`src/rtl/aclink_pkg.sv`:
```
package aclink_pkg;
    localparam int TAG_BITS   = 16;
    localparam int SLOT_BITS  = 20;
    localparam int DATA_SLOTS = 12;
    localparam int SLOT_IDX_W = $clog2(DATA_SLOTS + 1);
    localparam int BIT_IDX_W  = $clog2(SLOT_BITS);
    localparam int TAG_PAD    = SLOT_BITS - TAG_BITS;

    typedef logic [SLOT_IDX_W-1:0] slot_idx_t;
    typedef logic [BIT_IDX_W-1:0]  bit_idx_t;
    typedef logic [SLOT_BITS-1:0]  slot_word_t;
    typedef logic [TAG_BITS-1:0]   tag_word_t;

    typedef struct packed {
        slot_idx_t slot;
        bit_idx_t  bit_n;
    } frame_pos_t;

    typedef struct packed {
        logic       vld;
        logic       done;
        slot_idx_t  slot;
        slot_word_t word;
    } rx_beat_t;

    // true on the final bit of the current slot (tag slot is shorter)
    function automatic logic is_slot_end(frame_pos_t p);
        if (p.slot == '0)
            return p.bit_n == bit_idx_t'(TAG_BITS - 1);
        return p.bit_n == bit_idx_t'(SLOT_BITS - 1);
    endfunction

    function automatic logic is_frame_end(frame_pos_t p);
        return (p.slot == slot_idx_t'(DATA_SLOTS)) && is_slot_end(p);
    endfunction

    function automatic frame_pos_t next_pos(frame_pos_t p);
        frame_pos_t n;
        if (!is_slot_end(p)) begin
            n.slot  = p.slot;
            n.bit_n = p.bit_n + 1'b1;
        end else if (p.slot == slot_idx_t'(DATA_SLOTS)) begin
            n = '0;
        end else begin
            n.slot  = p.slot + 1'b1;
            n.bit_n = '0;
        end
        return n;
    endfunction
endpackage

```
`src/rtl/aclink_frame_timer.sv`:
```
module aclink_frame_timer
    import aclink_pkg::*;
(
    input  logic       sclk,
    input  logic       rst,
    input  logic       fsync,
    output frame_pos_t pos,
    output logic       locked,
    output logic       sync_rise,
    output logic       frame_err
);
    logic sync_q;

    // only a low-to-high sample marks a frame
    assign sync_rise = fsync & ~sync_q;

    always_ff @(negedge sclk) begin
        if (rst) begin
            sync_q    <= 1'b0;
            locked    <= 1'b0;
            pos       <= '0;
            frame_err <= 1'b0;
        end else begin
            sync_q <= fsync;
            if (sync_rise) begin
                locked <= 1'b1;
                pos    <= '0;
                if (locked && !is_frame_end(pos))
                    frame_err <= 1'b1;
            end else if (locked) begin
                pos <= next_pos(pos);
            end
        end
    end
endmodule

```
`src/rtl/aclink_rx_deser.sv`:
```
module aclink_rx_deser
    import aclink_pkg::*;
(
    input  logic       sclk,
    input  logic       rst,
    input  logic       ser_rx,
    input  logic       locked,
    input  logic       sync_rise,
    input  frame_pos_t pos,
    output rx_beat_t   beat,
    output tag_word_t  tag
);
    localparam int SH_W = SLOT_BITS - 1;

    logic [SH_W-1:0] sh;
    slot_word_t      word_now;
    logic            capture;

    assign word_now = {sh, ser_rx};
    // a slot ending on a misaligned marker edge is a partial slot: drop it
    assign capture  = locked && is_slot_end(pos) && (is_frame_end(pos) || !sync_rise);

    always_ff @(negedge sclk) begin
        if (rst) begin
            sh   <= '0;
            beat <= '0;
            tag  <= '0;
        end else begin
            if (pos.bit_n == '0)
                sh <= SH_W'(ser_rx);
            else
                sh <= {sh[SH_W-2:0], ser_rx};
            beat.vld  <= capture;
            beat.done <= capture && is_frame_end(pos);
            if (capture) begin
                beat.slot <= pos.slot;
                beat.word <= word_now;
                if (pos.slot == '0)
                    tag <= word_now[TAG_BITS-1:0];
            end
        end
    end
endmodule

```
`src/rtl/aclink_tx_ser.sv`:
```
module aclink_tx_ser
    import aclink_pkg::*;
(
    input  logic                            sclk,
    input  logic                            rst,
    input  logic                            locked,
    input  frame_pos_t                      pos,
    input  logic                            tx_ready,
    input  logic [DATA_SLOTS-1:0]           tx_valid,
    input  logic [DATA_SLOTS*SLOT_BITS-1:0] tx_slot_data,
    output logic                            ser_tx
);
    tag_word_t  tag;
    slot_word_t words [DATA_SLOTS+1];
    slot_word_t load_word;
    slot_word_t sh;

    assign tag[TAG_BITS-1] = tx_ready;
    assign tag[TAG_BITS-2-DATA_SLOTS:0] = '0;

    genvar g;
    for (g = 0; g < DATA_SLOTS; g++) begin : g_tag
        assign tag[TAG_BITS-2-g] = tx_valid[g];
    end

    // tag is left-aligned in a slot-wide container so one shifter serves all
    assign words[0] = {tag, {TAG_PAD{1'b0}}};
    for (g = 0; g < DATA_SLOTS; g++) begin : g_word
        assign words[g+1] = tx_valid[g] ? tx_slot_data[g*SLOT_BITS +: SLOT_BITS] : '0;
    end

    assign load_word = words[pos.slot];

    always_ff @(posedge sclk) begin
        if (rst || !locked) begin
            sh     <= '0;
            ser_tx <= 1'b0;
        end else if (pos.bit_n == '0) begin
            ser_tx <= load_word[SLOT_BITS-1];
            sh     <= load_word << 1;
        end else begin
            ser_tx <= sh[SLOT_BITS-1];
            sh     <= sh << 1;
        end
    end
endmodule

```
`src/rtl/aclink_frame_port.sv`:
```
module aclink_frame_port
    import aclink_pkg::*;
(
    input  logic                            sclk,
    input  logic                            rst,
    input  logic                            fsync,
    input  logic                            ser_rx,
    output logic                            ser_tx,
    input  logic                            tx_ready,
    input  logic [DATA_SLOTS-1:0]           tx_valid,
    input  logic [DATA_SLOTS*SLOT_BITS-1:0] tx_slot_data,
    output logic [SLOT_BITS-1:0]            rx_word,
    output logic [SLOT_IDX_W-1:0]           rx_slot,
    output logic                            rx_word_vld,
    output logic [TAG_BITS-1:0]             rx_tag,
    output logic                            frame_done,
    output logic                            frame_err
);
    frame_pos_t pos;
    logic       locked;
    logic       sync_rise;
    rx_beat_t   beat;

    aclink_frame_timer u_timer (
        .sclk      (sclk),
        .rst       (rst),
        .fsync     (fsync),
        .pos       (pos),
        .locked    (locked),
        .sync_rise (sync_rise),
        .frame_err (frame_err)
    );

    aclink_rx_deser u_rx (
        .sclk      (sclk),
        .rst       (rst),
        .ser_rx    (ser_rx),
        .locked    (locked),
        .sync_rise (sync_rise),
        .pos       (pos),
        .beat      (beat),
        .tag       (rx_tag)
    );

    aclink_tx_ser u_tx (
        .sclk         (sclk),
        .rst          (rst),
        .locked       (locked),
        .pos          (pos),
        .tx_ready     (tx_ready),
        .tx_valid     (tx_valid),
        .tx_slot_data (tx_slot_data),
        .ser_tx       (ser_tx)
    );

    assign rx_word     = beat.word;
    assign rx_slot     = beat.slot;
    assign rx_word_vld = beat.vld;
    assign frame_done  = beat.done;
endmodule

```
`config.mk`:
```
export PLATFORM = sky130hd
export DESIGN_NAME = aclink_frame_port
export DESIGN_NICKNAME = d
export VERILOG_FILES = /design/src/rtl/aclink_pkg.sv /design/src/rtl/aclink_frame_timer.sv /design/src/rtl/aclink_rx_deser.sv /design/src/rtl/aclink_tx_ser.sv /design/src/rtl/aclink_frame_port.sv
export SDC_FILE = /design/constraint.sdc
export NUM_CORES = 1
export LEC_CHECK = 0
export ABC_AREA = 1
export BUFFER_PORTS_ARGS = -buffer_cell sky130_fd_sc_hd__buf_4
export CAP_MARGIN = 20
export CORE_MARGIN = 5
export CORE_UTILIZATION = 43
export CTS_CLUSTER_SIZE = 40
export DETAILED_ROUTE_END_ITERATION = 12
export GPL_ROUTABILITY_DRIVEN = 0
export PLACE_DENSITY = 0.78
export SLEW_MARGIN = 10
export SYNTH_ARGS = -nofsm -noshare
export SYNTH_HDL_FRONTEND = slang
export SYNTH_SLANG_ARGS = --single-unit
```
`constraint.sdc`:
```
create_clock -name sclk -period 2.3 [get_ports sclk]
set_input_delay 0.23 -clock sclk [delete_from_list [all_inputs] [get_ports sclk]]
set_output_delay 0.23 -clock sclk [all_outputs]
set_load 0.005 [all_outputs]
```
# Yosys cells after proc, flatten, opt, wreduce, memory -nomap -nowiden
# Index checks and enable logic that the tools add are counted.
# classes
addsub	2
n_mul	0
n_div	0
magnitude_cmp	1
n_eq_ne	3
shift	0
n_mux	37
n_bitwise	3
reduce_logical	19
# op_table
op	count
20-bit 2-to-1 mux	15
20-bit binary-select mux with 4-bit select	1
1-bit 2-to-1 mux	19
9-bit 2-to-1 mux	1
1-bit logical AND	7
2-bit AND reduction	3
5-bit by 1-bit adder with 5-bit output (second input constant)	1
5-bit by 4-bit equality test with 1-bit output (second input constant)	1
5-bit equality test (second input constant)	1
5-bit greater-or-equal comparator (second input constant)	1
5-bit zero test	1
5-bit 2-to-1 mux	1
4-bit inverter with 5-bit output	1
4-bit by 1-bit adder with 4-bit output (second input constant)	1
4-bit equality test (second input constant)	1
4-bit zero test	1
2-bit OR reduction	2
1-bit zero test	3
1-bit logical OR	2
1-bit AND	1
1-bit inverter	1
# totals
regBits	94
latch_bits	0
ram_bits	0
mem_bits_ro	0
inputBits	257
out_inout_bits	44
memories	0

# Longest topological paths before layout
# depth
word_depth	11
ltp_mapped	14
mapped_depth_nobuf	11

# Hierarchy
# From an unflattened synthesis, not the netlist that was laid out.
# hier_totals
hier_cells	1084
area_unflattened_um2	6468.7
# by_module_without_submodules
mod	n_inst	cells_each	area_each_um2	seq_area_each_um2
aclink_tx_ser	1	700	3548.4	400.4
aclink_rx_deser	1	286	2232.1	1221.2
aclink_frame_timer	1	98	688.2	240.2

==> impl_results.md <==
* CTS sink count at 93
* Wirelength, routed at ~28000 um
* Vias per cell at ~5.4
* Count of unresolved DRC violations after routing at 0
* Worst Hold Slack at 0.279 ns
* TNS Setup at -9.53 ns
* Max rail drop VDD at between 0.0003 and 0.0004 V
* Hold buffer count at cts at 0
* Combined area of the multi-input logic cells at about 4000 sq um
* Clock tree from TritonCTS: yes
* Largest stage delay on the critical path at approximately 0.38 ns
* First-pass GRT wire length at ~42000 um
* Data arrival at the endpoint of the critical path at 3.15 ns
* Via Count at roughly 9000
* Violated checks: negative setup slack
* Floorplan die area at approximately 17000 sq um
* Layout cells sized above 1 at between 30% and 40%
* Final count of negative-setup-slack endpoints at 21
* Count of distinct cell types in the synthesized netlist at 30
* Register-to-register path setup slack at -0.56 ns
* Detailed placer's ending HPWL at 20800 um
* Avg Cell Area, Syn at ~5.8 sq um
* Die outline height at 130 um
* Starting density of the core at between 40 and 50%
* Endpoint class of the critical path: register
* Number of antenna violations at the first check in global routing at 0
* Number of standard cells after synthesis at about 1100
* Sort of element at the start of the critical path: register
* Most used cells in the layout excluding fill and tap cells: sky130_fd_sc_hd__buf_4, sky130_fd_sc_hd__nand2_1, sky130_fd_sc_hd__inv_1
* Launch point of the worst path: u_timer.pos[5]
* Layout Area Growth over Synthesis at 68.6%
* Post-synth design cell area at between 6000 and 7000 sq um
* Layout Nets at around 1700
* Result of the run: complete, but fails checks
* Number of levels the H-tree was split into at 3
* Diode insertion count for antenna repair at 0
* Largest net degree at the start of global routing at 28
* # fillers at between 1000 and 1500
* Remaining antenna violation count at 0
* Start of the worst register-to-register path: u_timer.pos[5]
* Initial DRC count at slightly below 900
* Final standard cell utilization of the core at between 70% and 80%
* Row count at 43
* Relative contribution of combinational cells to total power at 17.2%
* End of the worst register-to-register path: u_tx.sh[16]
* Cell Pwr Density at about 440 nW/um^2
* Clock latency of the later-clocked register in the worst-skew pair at 0.41 ns
* Setup clock skew after layout at around 0.071 ns
* First-pass DRT Iterations at 8
* Psw at 1.52 mW
* Number of buffers inserted during clock tree synthesis at 9
* Most common cell after layout, fill and taps aside: sky130_fd_sc_hd__buf_4
* Highest net fanout along the worst path at 8
* Last element of the critical path: u_tx.sh[16]
* Number of maximum-capacitance violations at 0
* Unrepaired setup endpoints after global routing: true
* CP Data Required Time at between 2 and 3 ns
* Flop and latch count out of synthesis at 93
* Net count after synthesis at roughly 1300
* Most frequent CP cell: sky130_fd_sc_hd__nand3_1
* Crit-path slowest cell: sky130_fd_sc_hd__dfxtp_4
* Remaining Overflow, GRT at 0
* Share of total power consumed by net switching at 33.4%
* Register-to-Register Path Depth at 10
* Largest buffer count on any clock path at 2
* Total count of max-transition violations in the final report at 0
* Flop pwr share at a little over a third
* Seq. cell area at about 1900 sq um
* Final count of hold timing violations at 0
* Hold Crit Class: input port to register
* Seq/Total Area, Yosys at roughly 30%
* Total I/O pin count at ~300
* Vias in the first global route at approximately 8500
* Relative slew slack at about three quarters
* Slew at the pin with the worst max-slew slack at roughly 0.37 ns
* Warnings from Yosys at 0
* Leakage Power at 5.42 nW
* CP Class: register to register
* Part of the total power dissipated in the clock network at between 40% and 50%
* Internal power consumption at just over 3 mW
* Post-layout instance count excluding filler cells at between 1500 and 2000
* Die width at approximately 130 um
* CTS clock-pin slew for the worst setup and hold paths at around 0.08 ns
* Smallest setup slack after layout at -0.564 ns
* Input/output buffers at 300
* Average wire per cell in the routed design at around 17 um
* All-Layer GR Usage at 31.5%
* Crit path cell chain: buf_12 -> buf_8 -> nor2_4 -> buf_6 -> nand2_1 -> nand3_1 -> nand3_1 -> nand2_2 -> nand3_2 -> a21oi_2
* CTS root buf: sky130_fd_sc_hd__clkbuf_16
* Core area at 14000 sq um
* Post-placement cell count at 1549
-- flip-flops by register name, summed over array words and instances, names as in the netlist, 9 cells and up --
name and count:
u_tx.sh 19, u_rx.tag 16, u_timer.pos 9, u_rx.sh 19
u_rx.beat 26
-- cells by family (layout without fill, tap and decap cells) --
logic type,Yosys count,after routing,share of synthesized area (%)
AND/OR/NAND/NOR,680,684,47.5
flip-flops,93,93,30.2
adder cells (fa/ha/maj),4,4,0.811
XOR/XNOR,2,2,0.284
buffers and inverters,190,596,13.2
AO/OA/AOI/OAI,97,97,8.01
-- cell type report --
cell class | instances | area share [%]
Timing Repair Buffer | 388 | 31.1
Clock buffer | 9 | 2.17
Sequential cell | 93 | 18.0
Inverter | 119 | 4.38
Multi-Input combinational cell | 787 | 38.6
Clock inverter | 80 | 3.58
Tap cell | 180 | 2.17
-- power groups by stage --
stage	registers (mW)	logic, mW	clock network (mW)
after floorplan	1.67	0.222	0.195
after global placement	1.67	0.697	0.195
after detailed placement	1.67	0.701	0.195
after CTS	1.64	0.739	2.15
after global routing	1.64	0.836	2.32
final	1.64	0.782	2.14
-- critical path, delay by kind of cell (launching register included) --
kind                   cells  cell delay, ns
AOI/OAI and AO/OA          1            0.15
and+or+nand+nor            6            0.60
buffers and inverters      3            0.44
DFF                        1            0.38
-- timing repair --
| item | in CTS | in global routing |
|---|---|---|
| setup buffers | 7 | 3 |
| pin swaps | 60 | 48 |
| resized for setup | 92 | 65 |
| setup endpoints to repair | 60 | 65 |
| gates cloned | 8 | 1 |
-- stage by stage --
| step | worst slack (ns) | area (sq um) | power [mW] |
|---|---|---|---|
| global route | -0.600 | 10400 | 4.79 |
| CTS | -0.436 | 10100 | 4.53 |
| finish | -0.564 | 10400 | 4.56 |
| detailed placement | -0.530 | 9020 | 2.57 |
| floorplan | -0.237 | 6210 | 2.08 |
| global placement | -0.460 | 9020 | 2.56 |
-- worst min-delay path by stage --
| stage | start | to | depth (start not counted) |
|---|---|---|---|
| 2_1_floorplan | u_rx.sh[15] | u_rx.sh[16] | 2 |
| 3_3_place_gp | u_rx.sh[16] | u_rx.sh[17] | 2 |
| 3_5_place_dp | u_rx.sh[16] | u_rx.sh[17] | 2 |
| 4_1_cts | tx_slot_data[220] | u_tx.sh[1] | 5 |
| 5_1_grt | tx_slot_data[220] | u_tx.sh[1] | 5 |
| 6_report | tx_slot_data[220] | u_tx.sh[1] | 5 |
-- Yosys cell counts, drive strengths merged --
cell | n | area [sq um]
clkinv | 2 | 7.51
nand3 | 173 | 896
buf | 40 | 251
clkbuf | 30 | 113
ha | 4 | 50.1
nand2 | 374 | 1430
a22o | 2 | 17.5
and3 | 1 | 6.26
nand4 | 21 | 138
xor2 | 2 | 17.5
dfxtp | 93 | 1860
a21oi | 49 | 245
inv | 118 | 445
a31oi | 1 | 6.26
nor3 | 2 | 10.0
nor2 | 109 | 449
o21ai | 45 | 225
-- layer usage --
metal | up-vias | track usage (%) | share of wire, %
li1 | 4172 | - | -
met1 | 4053 | 36.4 | 36
met2 | 549 | 54.1 | 49
met3 | 101 | 7.78 | 9.9
met4 | 0 | 16.3 | 4.9
met5 | - | 0 | 0
(Power assumes the default switching activity.)
